`src/rtl/abrs_pkg.sv`:
```
package abrs_pkg;
  // Handshake sequencer states
  typedef enum logic [1:0] {
    ACC_IDLE  = 2'd0,  // waiting for a select
    ACC_LATCH = 2'd1,  // register action done, acknowledge next
    ACC_HOLD  = 2'd2   // acknowledge low until the select is released
  } acc_state_e;
endpackage

```
`src/rtl/abrs_sync.sv`:
```
module abrs_sync #(
  parameter int W      = 3,
  parameter int STAGES = 2
) (
  input  logic         clk,
  input  logic         rst_n,
  input  logic [W-1:0] d,
  output logic [W-1:0] q
);
  logic [STAGES-1:0][W-1:0] stg;

  // Idle level of every synchronized strobe is high
  always_ff @(posedge clk or negedge rst_n) begin
    if (!rst_n) stg <= '1;
    else        stg <= {stg[STAGES-2:0], d};
  end

  assign q = stg[STAGES-1];
endmodule

```
`src/rtl/abrs_access_fsm.sv`:
```
module abrs_access_fsm
  import abrs_pkg::*;
(
  input  logic clk,
  input  logic rst_n,
  input  logic cs_s,
  input  logic rw_s,
  input  logic iack_s,
  output logic rd_stb,
  output logic wr_stb,
  output logic vec_cyc,
  output logic dtack_n,
  output logic data_oe
);
  acc_state_e state;
  logic sel_cs, sel_ia;

  always_comb begin
    sel_cs  = (state == ACC_IDLE) && !cs_s;
    sel_ia  = (state == ACC_IDLE) && cs_s && !iack_s;
    rd_stb  = (sel_cs && rw_s) || sel_ia;
    wr_stb  = sel_cs && !rw_s;
    vec_cyc = sel_ia;
  end

  always_ff @(posedge clk or negedge rst_n) begin
    if (!rst_n) begin
      state   <= ACC_IDLE;
      dtack_n <= 1'b1;
      data_oe <= 1'b0;
    end else begin
      unique case (state)
        ACC_IDLE: begin
          if (rd_stb || wr_stb) begin
            data_oe <= rd_stb;
            state   <= ACC_LATCH;
          end
        end
        ACC_LATCH: begin
          dtack_n <= 1'b0;
          state   <= ACC_HOLD;
        end
        ACC_HOLD: begin
          if (cs_s && iack_s) begin
            dtack_n <= 1'b1;
            data_oe <= 1'b0;
            state   <= ACC_IDLE;
          end
        end
        default: state <= ACC_IDLE;
      endcase
    end
  end
endmodule

```
`src/rtl/abrs_reg_bank.sv`:
```
module abrs_reg_bank #(
  parameter int              DATA_W    = 16,
  parameter int              ADDR_W    = 13,
  parameter logic [ADDR_W-1:0] IE_WADDR  = 13'h12C2,
  parameter logic [ADDR_W-1:0] ST_WADDR  = 13'h12C3,
  parameter logic [ADDR_W-1:0] VEC_WADDR = 13'h12C4
) (
  input  logic              clk,
  input  logic              rst_n,
  input  logic              rd_stb,
  input  logic              wr_stb,
  input  logic              vec_cyc,
  input  logic [ADDR_W-1:0] addr,
  input  logic [DATA_W-1:0] wdata,
  input  logic [DATA_W-1:0] evt_i,
  output logic [DATA_W-1:0] rdata_q,
  output logic [DATA_W-1:0] st_q,
  output logic              st_clr,
  output logic              irq_n
);
  logic [DATA_W-1:0] ie_q, vec_q, rd_mux;

  assign st_clr = rd_stb && !vec_cyc && (addr == ST_WADDR);

  always_comb begin
    if (vec_cyc) rd_mux = vec_q;
    else begin
      unique case (addr)
        IE_WADDR:  rd_mux = ie_q;
        ST_WADDR:  rd_mux = st_q;
        VEC_WADDR: rd_mux = vec_q;
        default:   rd_mux = '0;
      endcase
    end
  end

  always_ff @(posedge clk or negedge rst_n) begin
    if (!rst_n) begin
      ie_q    <= '0;
      vec_q   <= '0;
      rdata_q <= '0;
    end else begin
      if (wr_stb && addr == IE_WADDR)  ie_q  <= wdata;
      if (wr_stb && addr == VEC_WADDR) vec_q <= wdata;
      if (rd_stb)                      rdata_q <= rd_mux;
    end
  end

  // One sticky flag per event line; a read clears, a same-edge event wins
  for (genvar i = 0; i < DATA_W; i++) begin : g_status
    always_ff @(posedge clk or negedge rst_n) begin
      if (!rst_n) st_q[i] <= 1'b0;
      else        st_q[i] <= (st_q[i] && !st_clr) || evt_i[i];
    end
  end

  assign irq_n = ~|(st_q & ie_q);
endmodule

```
`src/rtl/async_bus_regslave.sv`:
```
module async_bus_regslave #(
  parameter int          DATA_W      = 16,
  parameter int          ADDR_W      = 13,
  parameter int          SYNC_STAGES = 2,
  parameter logic [15:0] IE_BADDR    = 16'h2584,
  parameter logic [15:0] ST_BADDR    = 16'h2586,
  parameter logic [15:0] VEC_BADDR   = 16'h2588
) (
  input  logic              clk,
  input  logic              rst_n,
  input  logic              cs_n,
  input  logic              rw,
  input  logic              iack_n,
  input  logic [ADDR_W-1:0] addr,
  input  logic [DATA_W-1:0] data_i,
  output logic [DATA_W-1:0] data_o,
  output logic              data_oe,
  output logic              dtack_n,
  output logic              irq_n,
  input  logic [DATA_W-1:0] evt_i
);
  localparam logic [ADDR_W-1:0] IE_WADDR  = IE_BADDR[ADDR_W:1];
  localparam logic [ADDR_W-1:0] ST_WADDR  = ST_BADDR[ADDR_W:1];
  localparam logic [ADDR_W-1:0] VEC_WADDR = VEC_BADDR[ADDR_W:1];

  logic cs_s, rw_s, iack_s;
  logic rd_stb, wr_stb, vec_cyc, st_clr;
  logic [DATA_W-1:0] st_q;

  abrs_sync #(.W(3), .STAGES(SYNC_STAGES)) u_sync (
    .clk(clk), .rst_n(rst_n),
    .d({cs_n, rw, iack_n}),
    .q({cs_s, rw_s, iack_s})
  );

  abrs_access_fsm u_fsm (
    .clk(clk), .rst_n(rst_n),
    .cs_s(cs_s), .rw_s(rw_s), .iack_s(iack_s),
    .rd_stb(rd_stb), .wr_stb(wr_stb), .vec_cyc(vec_cyc),
    .dtack_n(dtack_n), .data_oe(data_oe)
  );

  abrs_reg_bank #(
    .DATA_W(DATA_W), .ADDR_W(ADDR_W),
    .IE_WADDR(IE_WADDR), .ST_WADDR(ST_WADDR), .VEC_WADDR(VEC_WADDR)
  ) u_regs (
    .clk(clk), .rst_n(rst_n),
    .rd_stb(rd_stb), .wr_stb(wr_stb), .vec_cyc(vec_cyc),
    .addr(addr), .wdata(data_i), .evt_i(evt_i),
    .rdata_q(data_o), .st_q(st_q), .st_clr(st_clr), .irq_n(irq_n)
  );
endmodule

```
`config.mk`:
```
export PLATFORM = sky130hd
export DESIGN_NAME = async_bus_regslave
export DESIGN_NICKNAME = d
export VERILOG_FILES = /design/src/rtl/abrs_pkg.sv /design/src/rtl/abrs_sync.sv /design/src/rtl/abrs_access_fsm.sv /design/src/rtl/abrs_reg_bank.sv /design/src/rtl/async_bus_regslave.sv
export SDC_FILE = /design/constraint.sdc
export NUM_CORES = 1
export LEC_CHECK = 0
export ABC_AREA = 1
export BUFFER_PORTS_ARGS = -buffer_cell sky130_fd_sc_hd__buf_2
export CORE_UTILIZATION = 50
export DETAILED_ROUTE_END_ITERATION = 7
export GPL_TIMING_DRIVEN = 1
export PLACE_DENSITY = 0.76
export SETUP_SLACK_MARGIN = 0.15
export SYNTH_ARGS = -nofsm -noshare
export SYNTH_HDL_FRONTEND = slang
export SYNTH_SLANG_ARGS = --single-unit
```
`constraint.sdc`:
```
create_clock -name clk -period 1.35 [get_ports clk]
set_clock_uncertainty 0.1 [all_clocks]
set_input_delay 0 -clock clk [delete_from_list [all_inputs] [get_ports clk]]
set_output_delay 0 -clock clk [all_outputs]
set_load 0.02 [all_outputs]
```
==> results of run 1 <==
[state kept, by name, indices dropped and copies added, names as in the netlist, 2 cells and up]
| name | flops |
|---|---|
| u_regs.ie_q | 16 |
| u_regs.rdata_q | 16 |
| u_regs.st_q | 16 |
| u_regs.vec_q | 16 |
| u_sync.q | 3 |
| u_sync.stg | 3 |
| u_fsm.state | 2 |
[worst paths after layout]
path	from	to	cells past startpoint
setup / recovery	u_sync.q[2]	u_regs.ie_q[13]	7
hold / removal	rst_n	u_fsm.state[0]	3
setup reg to reg	u_sync.q[2]	u_regs.ie_q[13]	7
hold reg to reg	u_sync.stg[2]	u_sync.q[2]	0
max in group asynchronous	rst_n	u_regs.vec_q[3]	3
min in group clk	rw	u_sync.stg[1]	2
[worst max-delay path: stages, from the launching register on]
cell and delay, ps:
dfstp_2 400, buf_6 120, nor4_4 260, buf_4 180
nand3_4 130, clkbuf_16 230, nand2_2 70, o21ai_1 70
[power groups by stage]
stage	combinational, mW	clock, mW	sequential [mW]
floorplan	0.422	0	2.46
global placement	0.842	0	2.42
detailed placement	0.859	0	2.42
CTS	1.28	1.82	2.39
global route	1.60	1.95	2.41
finish	1.52	1.83	2.40
[cells in the mapped netlist (all sizes together)]
library cell | n | area share, %
dfstp | 7 | 5.0
a221oi | 4 | 0.95
a31o | 1 | 0.24
nor2 | 16 | 3.8
clkinv | 1 | 0.10
buf | 21 | 3.5
inv | 58 | 5.9
o21bai | 16 | 3.3
dfrtp | 67 | 45
o21ai | 32 | 4.3
nand3 | 117 | 17
nand2 | 97 | 10
nor4 | 1 | 0.58
[per-stage QoR]
step                      setup WS [ps]  power (mW)
after detailed placement           -136        3.28
after global routing               -380        5.96
after global placement            -93.8        3.26
final                              -310        5.75
after CTS                          -201        5.49
after floorplan                   -84.7        2.89
[final cells by class]
type,count,area share (%)
Clock inverter,6,1.26
Inverter,59,4.00
Clock buffer,10,2.43
Timing Repair Buffer,158,24.9
Sequential cell,74,32.9
Multi-Input combinational cell,286,32.4
Tap cell,96,2.12
[per-layer routing]
metal	part of all wire, %	vias to the layer above	track usage, %
li1	-	1735	-
met1	38	1854	37.4
met2	48	261	49.6
met3	9.7	50	7.45
met4	3.9	0	9.69
met5	0	-	0
[placed cells by master (no fill, tap or decap), drive strengths merged]
cell type | synthesis | routed
nand2 | 97 | 99
dfstp | 7 | 7
o21bai | 16 | 16
nor2 | 16 | 16
a31o | 1 | 1
nor4 | 1 | 1
nand3 | 117 | 117
a221oi | 4 | 4
clkbuf | 0 | 14
dlygate4sd3 | 0 | 36
dfrtp | 67 | 67
bufinv | 0 | 1
o21ai | 32 | 32
inv | 58 | 62
buf | 21 | 118
clkinvlp | 0 | 2
[repair_timing]
action	in CTS	in global routing
endpoints found under the hold margin	125	0
buffers inserted	23	5
resized for setup	37	55
hold buffers	36	0
pin swaps	19	16
endpoints found under the setup margin	66	68
gates cloned	4	4
[kinds of logic after synthesis]
family | synth area share (%)
flip-flops | 50.4
AO/OA/AOI/OAI | 8.79
buffers and inverters | 9.53
AND/OR/NAND/NOR | 31.2
==> impl_metrics.toml, run 1 <==
[floorplanning]
fp.dieH_um = 87.9
start_util_pct = 53.1
rows = 30
die-width_um = 87.9
boundaryPins = 69
dieArea_mm2 = 0.00772
core_area_mm2 = 0.00694

[sta]
grt_setup_unrepaired = "true"
period_share_pct = 123
period_minus_slack_ps = 1660
max_slew_margin_pct = 72.0
finalSetupViolations = 67
finalSetupTns_ps = -14250
whs_ps = 86.2
finalHoldViolations = 0
worst_pin_slew_ps = 420
drv_slew = 0
setup_ws_ps = -310
clock.fmax_mhz = 603

[synth]
syn_inst = 438
syn_avg_cell_area_um2 = 8.42
seq_area_frac_synth_pct = 50.4
ys_warn_count = 0
synth_cell_type_count = 23
synth_seq_cells = 74
synth_nets = 488
synth_area_mm2 = 0.00369

[pwr]
power_density_mw_per_mm2 = 1010
power_frac_clock_pct = 31.9
p_leak_nw = 3.00
internal_power_mw = 3.97
seqPwrFrac_pct = 41.7
comb_power_share_pct = 26.4
switching_share_pct = 30.8
power_switching_mw = 1.77
ir_drop_mv = 0.918

[final_layout]
final_cells = 689
final_nets = 638
multi_input_area_mm2 = 0.00183
fin_util_pct = 81.5
postLayoutCellArea_mm2 = 0.00566
seq_area_mm2 = 0.00186
area_growth_syn_to_layout_pct = 53.5
antennaDiodeCount = 0
nFillCells = 398
drive_gt1_share_pct = 39.1

[detailed_routing]
drt_iter0_markers = 468
drc = 0
wire_per_inst_um = 17.7
ant_nets = 0
vias_per_cell = 5.66
dr.pass1.iters = 6
routed_wl_um = 12200
vias = 3900

[global_route]
grt_pass1_vias = 3546
grt_pass1_wl_um = 16900
antenna_found_initial = 0
overflow = 0
grt_use_total_pct = 29.5
grt_max_degree = 75

[clock_network]
cts_buffer_depth = 2
ctsHtreeMaxLevel = 3
clkTransAtPathRegs_ps = 90
cts_tree = "yes"
cts-root-buf = "clkbuf_8"
clock_latency_ps = 360
clkSinkCount = 74
numCtsBuffers = 9

[run_status]
status = "finished with violations"
failed_checks = "negative setup slack"

[worst_setup_path]
ff2ff_setup_slack_ps = -310
critPathMaxFanout = 8
worstPathRequired_ps = 1500
cp.arrival_ps = 1810
critical_path_class = "reg2reg"
critical_path.endpoint_type = "flip-flop"
start_kind = "flip-flop"

[place]
placed_cell_area_mm2 = 0.00433
dp_cells = 601
numPortBuffers = 68
hpwl_um = 6270
globalplace.congestion = 0.842

[worst_hold_path]
hold_path.class = "in2async"

[job]
drv_cap = 0
Note: power is estimated with default switching activity, not from simulation.
==> run 2, diff against run 1 <==
Settings changed: ABC_AREA 1 to default, CORE_UTILIZATION 50 to 49, SETUP_SLACK_MARGIN 0.15 to 0.2.
==> run 2 against run 1 <==
Compared with the run above: the run still ends with negative setup slack left; count of clock-buffer cells in the layout grew 2; register-to-register slack got worse by 110 ps; hold slack better by 19 ps; clock power increased by 8%; final cell count decreased by 33%; combinational power decreased by 41%; sequential power barely moved; die area down 12%; via count down 28%; total power decreased by 8.7%; critical path type unchanged; largest cell class unchanged; largest power group unchanged.
==> impl_metrics.toml, run 2 <==
[sta]
clock.fmax_mhz = 565
worst_pin_slew_ps = 397
setup_ws_ps = -419
finalHoldViolations = 0
finalSetupTns_ps = -21640
period_share_pct = 131
period_minus_slack_ps = 1770
drv_slew = 0
grt_setup_unrepaired = "true"
whs_ps = 105
max_slew_margin_pct = 73.5
finalSetupViolations = 65

[floorplanning]
rows = 29
fp.dieH_um = 82.7
core_area_mm2 = 0.00631
die-width_um = 82.7
boundaryPins = 69
dieArea_mm2 = 0.00683
start_util_pct = 50.5

[final_layout]
nFillCells = 405
final_cell_mix = "dfrtp_1 (67), buf_2 (66), dlygate4sd3_1 (36), a22oi_1 (35), mux2_4 (33)"
area_growth_syn_to_layout_pct = 48.4
final_cells = 460
layout_commonest_cell = "dfrtp_1"
drive_gt1_share_pct = 46.5
final_nets = 428
antennaDiodeCount = 0

[global_route]
grt_pass1_wl_um = 14400
grt_max_degree = 75
antenna_found_initial = 0
grt_pass1_vias = 2769
overflow = 0
grt_use_total_pct = 29.9

[detailed_routing]
vias = 2798
vias_per_cell = 6.08
wire_per_inst_um = 21.0
drt_iter0_markers = 220
ant_nets = 0
dr.pass1.iters = 7
drc = 0
routed_wl_um = 9640

[run_status]
failed_checks = "negative setup slack"
status = "finished with violations"

[pwr]
p_leak_nw = 2.16
power_switching_mw = 1.36
internal_power_mw = 3.89
power_mw = 5.25
ir_drop_mv = 0.777
power_frac_clock_pct = 37.7
power_density_mw_per_mm2 = 1110
comb_power_share_pct = 17.1
seqPwrFrac_pct = 45.2
switching_share_pct = 25.9

[worst_setup_path]
ff2ff_setup_slack_ps = -420
critical_path.endpoint_type = "flip-flop"
worstPathRequired_ps = 1530
start_kind = "flip-flop"
critPathMaxFanout = 16
critical_path_class = "reg2reg"
r2r_start = "u_fsm.state[0]"
startpoint = "u_fsm.state[0]"
cp.arrival_ps = 1940

[place]
globalplace.congestion = 0.766
numPortBuffers = 68
dp_cells = 403
hpwl_um = 5230

[worst_hold_path]
hold_path.class = "in2async"

[synth]
yosysTopAreaCellShare_pct = 52.6
syn_inst = 249
synth_cell_type_count = 31
synth_area_mm2 = 0.00319
synth_nets = 299
synthArstFlopShare_pct = 100
yosys-top-cells-count = "dfrtp_1 (67), a22oi_1 (36), mux2_2 (33)"
yosys.area.top_type = "dfrtp_1"
yosys_most_used_dff = "dfrtp_1"
ys_warn_count = 0
synth_area_leaders = "dfrtp_1 (53%), mux2_2 (12%), a22oi_1 (8.5%)"
synth_edf_count = 0
syn_avg_cell_area_um2 = 12.8
synth_seq_cells = 74
synth_most_common_cell = "dfrtp_1"
seq_area_frac_synth_pct = 58.4

[clock_network]
cts_tree = "yes"
numCtsBuffers = 9
ctsHtreeMaxLevel = 3
clkSinkCount = 74
clock_latency_ps = 350
clkTransAtPathRegs_ps = 80
cts_buffer_depth = 2
cts-root-buf = "clkbuf_8"

[job]
drv_cap = 0
[run 2: worst paths after layout]
path                       depth (start not counted)                  to
max reg2reg                                        5   u_regs.rdata_q[0]
max                                                5   u_regs.rdata_q[0]
min                                                3     u_regs.st_q[13]
max in group asynchronous                          3         u_sync.q[1]
min in group clk                                   5  u_regs.rdata_q[15]
min reg2reg                                        0         u_sync.q[2]
[run 2: critical path: stages, from the launching register on]
cell and delay (ps):
dfrtp_1 410, nor3_4 220, nand4_1 130, or4_4 510, buf_12 180, o21ai_1 150
[run 2: cell type report]
type	count	area, um2	share of cell area (%)
well taps	77	96.3	2.04
clock buffers	12	155	3.28
flip-flops and latches	74	1860	39.3
inverters	3	11.3	0.238
clock inverters	4	73.8	1.56
repair buffers	135	1080	22.8
multi-input cells	155	1460	30.8
[run 2: through the flow]
stage	cell area, um2	setup slack [ps]	utilization, %
floorplan	3250	-425	-
global placement	3830	-496	60.6
detailed placement	3830	-566	60.6
CTS	4650	-448	73.6
global route	4730	-482	74.9
finish	4730	-419	74.9
[run 2: routing by layer]
metal	routed length, um	part of all wire, %	up-vias	track usage, %
met3	684	7.1	29	6.81
met1	4010	42	1411	38.4
li1	-	-	1204	-
met2	4740	49	154	48.3
met5	0	0	-	0
met4	204	2.1	0	12.9
[run 2: cell families after synthesis]
kind of cell	Yosys count	share of synthesized area, %
buffers and inverters	20	3.34
AOI/OAI and AO/OA	95	21.6
muxes	33	11.7
and+or+nand+nor	27	5.06
DFF	74	58.4
[run 2: repair_timing]
| action | 4_1_cts | 5_1_grt |
|---|---|---|
| setup endpoints to repair | 68 | 70 |
| cloned | 2 | 1 |
| resized for setup | 57 | 18 |
| buffers inserted | 0 | 2 |
| hold buffers | 36 | 0 |
| endpoints found under the hold margin | 125 | 0 |
| pin swaps | 12 | 8 |
[run 2: power groups by stage]
stage	clock (mW)	combinational [mW]	sequential [mW]
6_report	1.98	0.899	2.37
5_1_grt	2.08	0.959	2.38
4_1_cts	1.97	0.811	2.37
3_5_place_dp	0	0.681	2.40
3_3_place_gp	0	0.672	2.40
2_1_floorplan	0	0.233	2.46
